==> src/rtl/rdt_pkg.sv <==
package rdt_pkg;

    typedef enum logic [1:0] {
        PH_BLANK,
        PH_LEAD,
        PH_FETCH,
        PH_TAIL
    } phase_t;

    localparam logic [1:0] SC_DMA = 2'b10;

endpackage

==> src/rtl/rdt_pos_counter.sv <==
module rdt_pos_counter #(
    parameter int CYC_PER_LINE    = 14,
    parameter int LINES_PER_FIELD = 262,
    localparam int CW = $clog2(CYC_PER_LINE),
    localparam int LW = $clog2(LINES_PER_FIELD)
) (
    input  logic          clk,
    input  logic          rst_n,
    input  logic          step,
    output logic [LW-1:0] line_q,
    output logic [CW-1:0] cyc_nx,
    output logic [LW-1:0] line_nx
);

    logic [CW-1:0] cyc_q;

    always_comb begin
        cyc_nx  = cyc_q;
        line_nx = line_q;
        if (step) begin
            if (cyc_q == CW'(CYC_PER_LINE - 1)) begin
                cyc_nx  = '0;
                line_nx = (line_q == LW'(LINES_PER_FIELD - 1)) ? '0 : line_q + 1'b1;
            end else begin
                cyc_nx = cyc_q + 1'b1;
            end
        end
    end

    always_ff @(posedge clk) begin
        if (!rst_n) begin
            cyc_q  <= '0;
            line_q <= '0;
        end else begin
            cyc_q  <= cyc_nx;
            line_q <= line_nx;
        end
    end

endmodule

==> src/rtl/rdt_line_fsm.sv <==
module rdt_line_fsm
    import rdt_pkg::*;
#(
    parameter int CYC_PER_LINE    = 14,
    parameter int LINES_PER_FIELD = 262,
    parameter int ACTIVE_FIRST    = 80,
    parameter int ACTIVE_LINES    = 128,
    parameter int PRE_CYC         = 2,
    parameter int DMA_CYC         = 8,
    localparam int CW = $clog2(CYC_PER_LINE),
    localparam int LW = $clog2(LINES_PER_FIELD)
) (
    input  logic          clk,
    input  logic          rst_n,
    input  logic          step,
    input  logic          en,
    input  logic [CW-1:0] cyc_nx,
    input  logic [LW-1:0] line_nx,
    input  logic [LW-1:0] line_q,
    output logic          fetch,
    output logic          more_rows
);

    phase_t st_q, st_d;
    logic   act_nx;

    assign act_nx = (int'(line_nx) >= ACTIVE_FIRST) &&
                    (int'(line_nx) < ACTIVE_FIRST + ACTIVE_LINES);

    always_comb begin
        st_d = st_q;
        if (step) begin
            if (!en) begin
                st_d = PH_BLANK;
            end else begin
                unique case (st_q)
                    PH_BLANK: if (act_nx && cyc_nx == '0) st_d = PH_LEAD;
                    PH_LEAD:  if (cyc_nx == CW'(PRE_CYC)) st_d = PH_FETCH;
                    PH_FETCH: if (cyc_nx == CW'(PRE_CYC + DMA_CYC)) st_d = PH_TAIL;
                    PH_TAIL:  if (cyc_nx == '0) st_d = act_nx ? PH_LEAD : PH_BLANK;
                    default:  st_d = PH_BLANK;
                endcase
            end
        end
    end

    always_ff @(posedge clk) begin
        if (!rst_n) st_q <= PH_BLANK;
        else        st_q <= st_d;
    end

    always_comb begin
        fetch     = (st_q == PH_FETCH);
        more_rows = (int'(line_q) >= ACTIVE_FIRST) &&
                    (int'(line_q) < ACTIVE_FIRST + ACTIVE_LINES - 1);
    end

endmodule

==> src/rtl/rdt_int_gen.sv <==
module rdt_int_gen #(
    parameter int CYC_PER_LINE    = 14,
    parameter int LINES_PER_FIELD = 262,
    parameter int INT_LINE        = 77,
    parameter int INT_CYC         = 13,
    localparam int CW = $clog2(CYC_PER_LINE),
    localparam int LW = $clog2(LINES_PER_FIELD),
    localparam int NW = $clog2(CYC_PER_LINE + 1)
) (
    input  logic          clk,
    input  logic          rst_n,
    input  logic          step,
    input  logic          en,
    input  logic [CW-1:0] cyc_nx,
    input  logic [LW-1:0] line_nx,
    output logic          irq_on
);

    logic [NW-1:0] left_q;
    logic          hit;

    assign hit = (line_nx == LW'(INT_LINE)) && (cyc_nx == CW'(INT_CYC));

    always_ff @(posedge clk) begin
        if (!rst_n || !en) begin
            left_q <= '0;
        end else if (step) begin
            if (hit)               left_q <= NW'(CYC_PER_LINE);
            else if (left_q != '0) left_q <= left_q - 1'b1;
        end
    end

    assign irq_on = (left_q != '0);

endmodule

==> src/rtl/rdt_pix_shift.sv <==
module rdt_pix_shift
    import rdt_pkg::*;
#(
    parameter int BYTE_W = 8
) (
    input  logic              clk,
    input  logic              rst_n,
    input  logic              step,
    input  logic              pix_en,
    input  logic [1:0]        sc,
    input  logic [BYTE_W-1:0] dbus,
    output logic              pix
);

    logic [BYTE_W-1:0] sr_q;

    always_ff @(posedge clk) begin
        if (!rst_n)                     sr_q <= '0;
        else if (step && sc == SC_DMA)  sr_q <= dbus;
        else if (pix_en)                sr_q <= {sr_q[BYTE_W-2:0], 1'b0};
    end

    assign pix = sr_q[BYTE_W-1];

endmodule

==> src/rtl/raster_dma_timer.sv <==
module raster_dma_timer #(
    parameter int CYC_PER_LINE    = 14,
    parameter int LINES_PER_FIELD = 262,
    parameter int ACTIVE_FIRST    = 80,
    parameter int ACTIVE_LINES    = 128,
    parameter int PRE_CYC         = 2,
    parameter int DMA_CYC         = 8,
    parameter int INT_LEAD        = 29,
    parameter int BYTE_W          = 8
) (
    input  logic              clk,
    input  logic              rst_n,
    input  logic              cyc_en,
    input  logic              pix_en,
    input  logic              disp_en,
    input  logic [1:0]        sc,
    input  logic [BYTE_W-1:0] dbus,
    output logic              int_n,
    output logic              dma_n,
    output logic              rows_n,
    output logic              pix
);

    localparam int CW       = $clog2(CYC_PER_LINE);
    localparam int LW       = $clog2(LINES_PER_FIELD);
    localparam int INT_POS  = ACTIVE_FIRST * CYC_PER_LINE - INT_LEAD;
    localparam int INT_LINE = INT_POS / CYC_PER_LINE;
    localparam int INT_CYC  = INT_POS % CYC_PER_LINE;

    logic [LW-1:0] line_q, line_nx;
    logic [CW-1:0] cyc_nx;
    logic          fetch, more_rows, irq_on;

    rdt_pos_counter #(
        .CYC_PER_LINE(CYC_PER_LINE), .LINES_PER_FIELD(LINES_PER_FIELD)
    ) u_pos (
        .clk(clk), .rst_n(rst_n), .step(cyc_en),
        .line_q(line_q), .cyc_nx(cyc_nx), .line_nx(line_nx)
    );

    rdt_line_fsm #(
        .CYC_PER_LINE(CYC_PER_LINE), .LINES_PER_FIELD(LINES_PER_FIELD),
        .ACTIVE_FIRST(ACTIVE_FIRST), .ACTIVE_LINES(ACTIVE_LINES),
        .PRE_CYC(PRE_CYC), .DMA_CYC(DMA_CYC)
    ) u_fsm (
        .clk(clk), .rst_n(rst_n), .step(cyc_en), .en(disp_en),
        .cyc_nx(cyc_nx), .line_nx(line_nx), .line_q(line_q),
        .fetch(fetch), .more_rows(more_rows)
    );

    rdt_int_gen #(
        .CYC_PER_LINE(CYC_PER_LINE), .LINES_PER_FIELD(LINES_PER_FIELD),
        .INT_LINE(INT_LINE), .INT_CYC(INT_CYC)
    ) u_int (
        .clk(clk), .rst_n(rst_n), .step(cyc_en), .en(disp_en),
        .cyc_nx(cyc_nx), .line_nx(line_nx), .irq_on(irq_on)
    );

    rdt_pix_shift #(.BYTE_W(BYTE_W)) u_pix (
        .clk(clk), .rst_n(rst_n), .step(cyc_en), .pix_en(pix_en),
        .sc(sc), .dbus(dbus), .pix(pix)
    );

    assign int_n  = !(irq_on && disp_en);
    assign dma_n  = !(fetch && disp_en);
    assign rows_n = !(more_rows && disp_en);

endmodule

==> config.mk <==
export PLATFORM = sky130hd
export DESIGN_NAME = raster_dma_timer
export DESIGN_NICKNAME = d
export VERILOG_FILES = /design/src/rtl/rdt_pkg.sv /design/src/rtl/rdt_pos_counter.sv /design/src/rtl/rdt_line_fsm.sv /design/src/rtl/rdt_int_gen.sv /design/src/rtl/rdt_pix_shift.sv /design/src/rtl/raster_dma_timer.sv
export SDC_FILE = /design/constraint.sdc
export NUM_CORES = 1
export LEC_CHECK = 0
export ABC_AREA = 1
export BUFFER_PORTS_ARGS = -buffer_cell sky130_fd_sc_hd__buf_2
export CAP_MARGIN = 20
export CORE_MARGIN = 10
export CORE_UTILIZATION = 30
export CTS_BUF_LIST = sky130_fd_sc_hd__clkbuf_4 sky130_fd_sc_hd__clkbuf_8
export DETAILED_ROUTE_END_ITERATION = 8
export PLACE_DENSITY = 0.45
export SYNTH_ARGS = -nofsm -noshare
export SYNTH_HDL_FRONTEND = slang
export SYNTH_SLANG_ARGS = --single-unit
==> constraint.sdc <==
create_clock -name clk -period 3.2 [get_ports clk]
set_clock_uncertainty 0.15 [all_clocks]
set_input_delay 0.32 -clock clk [delete_from_list [all_inputs] [get_ports clk]]
set_output_delay 0.32 -clock clk [all_outputs]
set_load 0.01 [all_outputs]
==> summary.txt, run 1 <==
Run status
  – Outcome: completed

GRT
  – Grt total ovfl: 0
  – GRT Overall Usage: 9.37%
  – First-pass GRT wire length: 6980 um
  – Initial antenna violation count: 0
  – Vias in the first global route: 1547
  – Largest net degree at the start of global routing: 17

Cells and area
  – Core Util, Final: 34.5%
  – Layout fillers: 611
  – Layout cells sized above 1: 15.5%
  – Design area: 1900 sq um
  – Ant. Diodes: 0
  – Syn-to-layout area delta: 12.0%
  – Net count, final: 301

Route
  – Routed len/inst: 11.5 um
  – Detailed Route Iter0 Violations: 74
  – DR WL met3: 120 um
  – Via count: 1623
  – Metal-1 WL: 2130 um
  – Antenna-violating nets left: 0
  – Drc violations: 0
  – Vias per cell: 4.65
  – Met2 WL: 1700 um
  – 1st-pass router iterations: 4
  – Top sig layer: met4
  – Post-Route WL: 4010 um

Setup path
  – Worst EP required: 3.28 ns
  – R2R Path Start: u_pos.cyc_q[0]$_SDFF_PN0_
  – R2R Path End: u_int.left_q[1]$_SDFFE_PP0P_
  – Setup crit end kind: flip-flop
  – Reg2Reg Depth: 12
  – R2R setup slack: 1.10 ns
  – Startpoint Class: flip-flop
  – Crit path DAT: 2.18 ns
  – Worst Path Max Fanout: 4
  – Kind of critical path: flip-flop to flip-flop

Timing
  – Final hold violations: 0
  – Slew headroom: 65.8%
  – Setup tns final: 0 ns
  – Pins Over Slew Limit: 0
  – RSZ-0062 raised after global routing: false
  – Tcrit/Tclk final: 65.7%
  – # setup viols final: 0
  – Tmin final: 2.10 ns
  – Worst Max-Slew Pin Slew: 0.513 ns
  – Min Hold Slack: 0.145 ns
  – Fmax: 0.476 GHz

Clock tree
  – Worst-skew pair later-pin latency: 0.28 ns
  – Root buf cell: clkbuf_8
  – CTS HTree Levels: 1
  – TritonCTS clock tree: built
  – CTS max path bufs: 2
  – Hold Buf Count CTS: 0
  – Inserted Clock Buffers: 3
  – Number of buffers added for setup after CTS: 0
  – Resize count post-CTS: 0
  – Clock sinks: 27
  – Reg clk slew, reported paths: 0.10 ns

Power
  – Pleak: 0.791 nW
  – P per Cell Area: 336 nW/um^2
  – Worst vdd ir: 0.000141 V

Synth
  – Asr flop ratio synth: 0%
  – Leading area contributor after synthesis: dfxtp_1
  – Syn Area/Cell: 6.50 sq um
  – Largest family of logic cells by synthesized area: simple AND/OR/NAND/NOR gates
  – Post-synth cell types: 31
  – Post-synth top area share: 31.9%
  – Area of the mapped netlist: 1700 sq um
  – Post-synth EDFFs: 0
  – Multiplexer share of the synthesized area: 0%
  – Synth Area in Adders: 5.90%
  – Top cells by area, synth: dfxtp_1 32%, nand2_1 15%, inv_1 7.7%, nor2_1 6.9%, ha_1 5.9%
  – Ys flop type: dfxtp_1
  – Post-Syn Nets: 284
  – Post-synthesis xor/xnor area fraction: 1.03%
  – #FFs+latches synth: 27
  – Gate Count Post-Synth: 261
  – Post-Synth Simple-Gate Area: 40.3%
  – Synth Area in Compound Gates: 10.9%
  – Syn. warnings: 0
  – Sequential area share after synthesis: 31.9%

Placed design
  – Gpl congestion: 0.856
  – Final HPWL DP: 3120 um
  – Placed Area: 1850 sq um
  – Buffers on Ports: 18

Floorplan
  – Initial core utilization: 30.8%
  – Core area: 5510 sq um
  – Die Span X: 95.2 um
  – Die area: 9060 sq um
  – Die Ht: 95.2 um
  – Row cnt: 27
  – IO Count: 19

Hold path
  – Hold Crit Start: dbus[0]
  – Hold depth: 3
  – Hold crit path type: input port to flip-flop
  – Hold EP: u_pix.sr_q[0]$_SDFFE_PN0P_

Run
  – Max-Cap Viols: 0
report_power, final:
group / internal [mW] / total (mW) / switching, mW / leakage (nW)
registers: 0.346 / 0.354 / 0.00850 / 0.219
clock network: 0.0887 / 0.208 / 0.120 / 0.0217
logic: 0.0273 / 0.0756 / 0.0483 / 0.550
total: 0.462 / 0.638 / 0.176 / 0.791
per-stage QoR:
| step | setup slack [ns] | instances | total power, mW |
|---|---|---|---|
| 2_1_floorplan | 1.37 | 261 | 0.416 |
| 3_3_place_gp | 0.982 | 345 | 0.440 |
| 3_5_place_dp | 0.952 | 345 | 0.438 |
| 4_1_cts | 1.10 | 349 | 0.648 |
| 5_1_grt | 0.818 | 349 | 0.675 |
| 6_report | 1.10 | 349 | 0.638 |
metal layers:
| layer | global-route usage [%] | vias up |
|---|---|---|
| li1 | - | 871 |
| met1 | 12.4 | 730 |
| met2 | 14.5 | 17 |
| met3 | 2.12 | 5 |
| met4 | 3.49 | 0 |
| met5 | 0 | - |
sequential cells by signal (all words and copies together) (netlist names):
| register | cells |
|---|---|
| u_pos.line_q | 9 |
| u_pos.cyc_q | 4 |
| u_pix.sr_q | 8 |
| u_int.left_q | 4 |
| u_fsm.st_q | 2 |
cells in the final DEF (no fill, tap or decap), types with 5 or more instances in the layout:
cell type   n
ha_1        8
nor2_1     31
nand3_1    18
nand2_1    67
a21oi_1     5
buf_2      18
a31oi_1     8
o21ai_0    14
nand4_1     6
inv_1      35
dfxtp_1    27
nand2_2     5
worst max-delay path: stages, from the launching register on:
cell     delay (ns)
dfxtp_1        0.42
nand2_2        0.08
inv_2          0.09
nand3_1        0.10
nand2_1        0.10
nand2_1        0.11
nor4_1         0.33
nand4_1        0.20
nor2_2         0.15
nand3_2        0.13
nand3_2        0.10
inv_2          0.03
nor2_2         0.06
synth_stat cells, types with 2 or more instances:
| master | n |
|---|---|
| nor3_1 | 4 |
| inv_2 | 3 |
| inv_1 | 35 |
| a21oi_1 | 5 |
| nor2_2 | 4 |
| a31oi_1 | 8 |
| nand3_2 | 4 |
| ha_1 | 8 |
| nand4_1 | 6 |
| nand3_1 | 18 |
| dfxtp_1 | 27 |
| clkbuf_1 | 5 |
| nand2_2 | 5 |
| nand2_1 | 67 |
| o21ai_0 | 14 |
| nor2_4 | 2 |
| nor2_1 | 31 |
| nor4_1 | 2 |
area by class of cell:
type	count	area, sq um	area share (%)
Sequential cell	27	541	28.5
Clock buffer	3	41.3	2.18
Timing Repair Buffer	18	90.1	4.75
Tap cell	72	90.1	4.75
Clock inverter	1	7.51	0.396
Multi-Input combinational cell	190	986	51.9
Inverter	38	143	7.51
worst max path at each step:
stage,slack (ns),start,end,depth (start not counted)
floorplan,1.37,u_pos.line_q[0]$_SDFF_PN0_,u_int.left_q[1]$_SDFFE_PP0P_,12
global placement,0.98,cyc_en,u_int.left_q[1]$_SDFFE_PP0P_,13
detailed placement,0.95,cyc_en,u_int.left_q[1]$_SDFFE_PP0P_,13
CTS,1.10,u_pos.line_q[0]$_SDFF_PN0_,u_fsm.st_q[0]$_SDFFE_PN0P_,13
global route,0.82,u_pos.line_q[0]$_SDFF_PN0_,u_fsm.st_q[1]$_SDFFE_PN0P_,14
finish,1.10,u_pos.cyc_q[0]$_SDFF_PN0_,u_int.left_q[1]$_SDFFE_PP0P_,12
cell families (layout without fill, tap and decap cells):
| logic type | count (synthesis) | after routing |
|---|---|---|
| and+or+nand+nor | 148 | 148 |
| buffers and inverters | 44 | 60 |
| AOI/OAI and AO/OA | 32 | 32 |
| DFF | 27 | 27 |
| adders and majority gates | 8 | 8 |
| xor gates and xnor gates | 2 | 2 |
No activity file was read; power rests on OpenSTA's default activity.
==> inputs of run 2 (changes only) <==
Clock period 3.2 ns to 2.1 ns, I/O delays scaled along.
==> run 2 against run 1 <==
Effect of this change: sequential cell count unchanged; utilization rose by 4.3 points; clock power is 45% higher; setup slack worse by 1.0 ns; critical path type unchanged; non-clock buffer count is 16 higher; via count rose by 1.7%; combinational power rose by 65%; first-iteration DRC count shrank 30%.
==> summary.txt, run 2 (same netlist as run 1, synthesis figures left out) <==
GRT
  – First-pass GRT wire length: 7620 um (+9.3%)
  – Initial antenna violation count: 0 (unchanged)
  – Vias in the first global route: 1657 (+7.1%)
  – Grt total ovfl: 0 (unchanged)
  – Largest net degree at the start of global routing: 17 (unchanged)
  – GRT Overall Usage: 10.2% (+0.83 points)

Timing
  – Tmin final: 2.03 ns (-0.0694 ns)
  – Slew headroom: 64.5% (-1.3 points)
  – # setup viols final: 0 (unchanged)
  – Pins Over Slew Limit: 0 (unchanged)
  – Tcrit/Tclk final: 96.8% (+31 points)
  – Final hold violations: 0 (unchanged)
  – Fmax: 0.492 GHz (+3.4%)
  – RSZ-0062 raised after global routing: true
  – Min Hold Slack: 0.0313 ns (-0.114 ns)
  – Worst Max-Slew Pin Slew: 0.532 ns (+0.0189 ns)

Placed design
  – Placed Area: 1920 sq um (+4.1%)
  – Inst Count DP: 355 (+2.9%)
  – Buffers on Ports: 18 (unchanged)
  – Gpl congestion: 0.773 (-9.7%)
  – Final HPWL DP: 3400 um (+8.7%)

Power
  – Clock Power Share: 31.3% (-1.3 points)
  – P_sw: 0.259 mW (+47%)
  – Pint: 0.704 mW (+53%)
  – Comb pwr share: 13.0% (+1.2 points)
  – Sw frac: 26.9% (-0.73 points)
  – Worst vdd ir: 0.000200 V (+41%)
  – Pleak: 0.909 nW (+15%)
  – Sequential fraction of design power: 55.7% (+0.2 points)
  – P per Cell Area: 451 nW/um^2 (+34%)
  – Design Power: 0.964 mW (+51%)

Route
  – Post-Route WL: 4360 um (+8.8%)
  – Vias per cell: 4.52 (-2.7%)
  – Detailed Route Iter0 Violations: 52 (-30%)
  – 1st-pass router iterations: 4 (unchanged)
  – Via count: 1651 (+1.7%)
  – Routed len/inst: 12.0 um (+4.1%)
  – Antenna-violating nets left: 0 (unchanged)
  – Drc violations: 0 (unchanged)

Setup path
  – Startpoint Class: flip-flop
  – Kind of critical path: flip-flop to flip-flop
  – Worst setup endpoint: u_int.left_q[2]$_SDFFE_PP0P_
  – Worst EP required: 2.15 ns (-1.13 ns)
  – CP Cell Sequence: buf_6 -> ha_4 -> and3_4 -> nand3_4 -> nor2_2 -> nor2_1 -> a21oi_2 -> buf_4 -> nand2_2 -> nor2_4 -> nand3_2 -> a31oi_1
  – R2R setup slack: 0.07 ns (-1.03 ns)
  – Crit path DAT: 2.09 ns (-0.09 ns)
  – Largest delay share family, worst path: simple AND/OR/NAND/NOR gates
  – R2R Path Start: u_pos.line_q[1]$_SDFF_PN0_
  – Cell count along the critical path: 12 (unchanged)
  – CP bufs+invs: 2 (unchanged)
  – Slowest stage delay, CP: 0.35 ns (-0.07 ns)
  – R2R Path End: u_int.left_q[2]$_SDFFE_PP0P_
  – Worst Setup SP: u_pos.line_q[1]$_SDFF_PN0_
  – Setup crit end kind: flip-flop
  – Worst Path Max Fanout: 4 (unchanged)
  – Max stage delay cell, worst path: dfxtp_2
  – Reg2Reg Depth: 12 (unchanged)

Floorplan
  – Core area: 5510 sq um (unchanged)
  – Die Ht: 95.2 um (unchanged)
  – Die area: 9060 sq um (unchanged)
  – IO Count: 19 (unchanged)
  – Initial core utilization: 30.8% (unchanged)
  – Row cnt: 27 (unchanged)
  – Die Span X: 95.2 um (unchanged)

Clock tree
  – Hold Buf Count CTS: 0 (unchanged)
  – Reg clk slew, reported paths: 0.10 ns (about the same)
  – CTS HTree Levels: 1 (unchanged)
  – CTS max path bufs: 2 (unchanged)
  – TritonCTS clock tree: built
  – Clock sinks: 27 (unchanged)
  – Inserted Clock Buffers: 3 (unchanged)
  – Root buf cell: clkbuf_8
  – Worst-skew pair later-pin latency: 0.27 ns (about the same)

Cells and area
  – Final non-filler cell total: 365 (+4.6%)
  – Syn-to-layout area delta: 26.0%
  – Most frequent cells in the layout: 61 x nand2_1, 34 x inv_1, 29 x nor2_1
  – Design area: 2140 sq um (+13%)
  – Core Util, Final: 38.8% (+4.3 points)
  – Net count, final: 317 (+5.3%)
  – Top reg by flops: u_pos.line_q
  – Max FFs per register: 9 (unchanged)
  – Largest registers: u_pos.line_q (9), u_pix.sr_q (8)
  – Leading cell type in the layout, fill and taps excluded: nand2_1
  – Ant. Diodes: 0 (unchanged)
  – Layout cells sized above 1: 28.7% (+13 points)

Run status
  – Outcome: completed

Run
  – Max-Cap Viols: 0 (unchanged)

Hold path
  – Hold crit path type: input port to flip-flop
==> run 2: worst min path at each step <==
| stage | start | to | slack [ns] | depth (start not counted) |
|---|---|---|---|---|
| after floorplan | dbus[0] | u_pix.sr_q[0]$_SDFFE_PN0P_ | 0.21 | 2 |
| after global placement | u_pix.sr_q[2]$_SDFFE_PN0P_ | u_pix.sr_q[3]$_SDFFE_PN0P_ | 0.31 | 2 |
| after detailed placement | u_pix.sr_q[2]$_SDFFE_PN0P_ | u_pix.sr_q[3]$_SDFFE_PN0P_ | 0.31 | 2 |
| after CTS | dbus[0] | u_pix.sr_q[0]$_SDFFE_PN0P_ | 0.01 | 3 |
| after global routing | dbus[0] | u_pix.sr_q[0]$_SDFFE_PN0P_ | 0.03 | 3 |
| final | dbus[0] | u_pix.sr_q[0]$_SDFFE_PN0P_ | 0.03 | 3 |
==> run 2: power groups by stage <==
stage	Sequential, mW	Combinational [mW]	Clock (mW)
after floorplan	0.549	0.0843	0
after global placement	0.551	0.123	0
after detailed placement	0.550	0.123	0
after CTS	0.538	0.123	0.322
after global routing	0.540	0.146	0.338
final	0.537	0.125	0.301
==> run 2: final cells by class <==
class	count	area, sq um
tap	72	90.1
multi-input combinational	190	1090
timing repair buffer	34	214
fill	607	3370
clock buffer	3	41.3
inverter	38	145
sequential	27	554
clock inverter	1	5.00
==> run 2: repair_timing <==
item                       CTS  global route
setup buffers                0             6
hold endpoints to repair     0             0
setup endpoints to repair    4             6
resized for setup            1            37
pin swaps                    0            13
==> run 2: tightest hold or removal path, delay by kind of cell <==
| kind | cells | cell delay, ns |
|---|---|---|
| buf+inv | 1 | 0.09 |
| compound gates | 1 | 0.06 |
| simple gates | 1 | 0.05 |
==> run 2: metrics by stage <==
stage,worst slack (ns),setup TNS (ns)
floorplan,0.270,0
global placement,0.0301,0
detailed placement,0.00418,0
CTS,0.0250,0
global route,-0.116,-0.394
finish,0.0682,0
==> run 2: metal layers <==
layer | vias to the layer above | GRT usage (%) | share of wire (%) | wire length (um)
met5 | - | 0 | 0 | 0
met4 | 0 | 2.99 | 0.66 | 29
met3 | 2 | 2.36 | 4.2 | 183
met2 | 20 | 16.9 | 46 | 2000
met1 | 728 | 12.8 | 49 | 2150
li1 | 901 | - | - | -
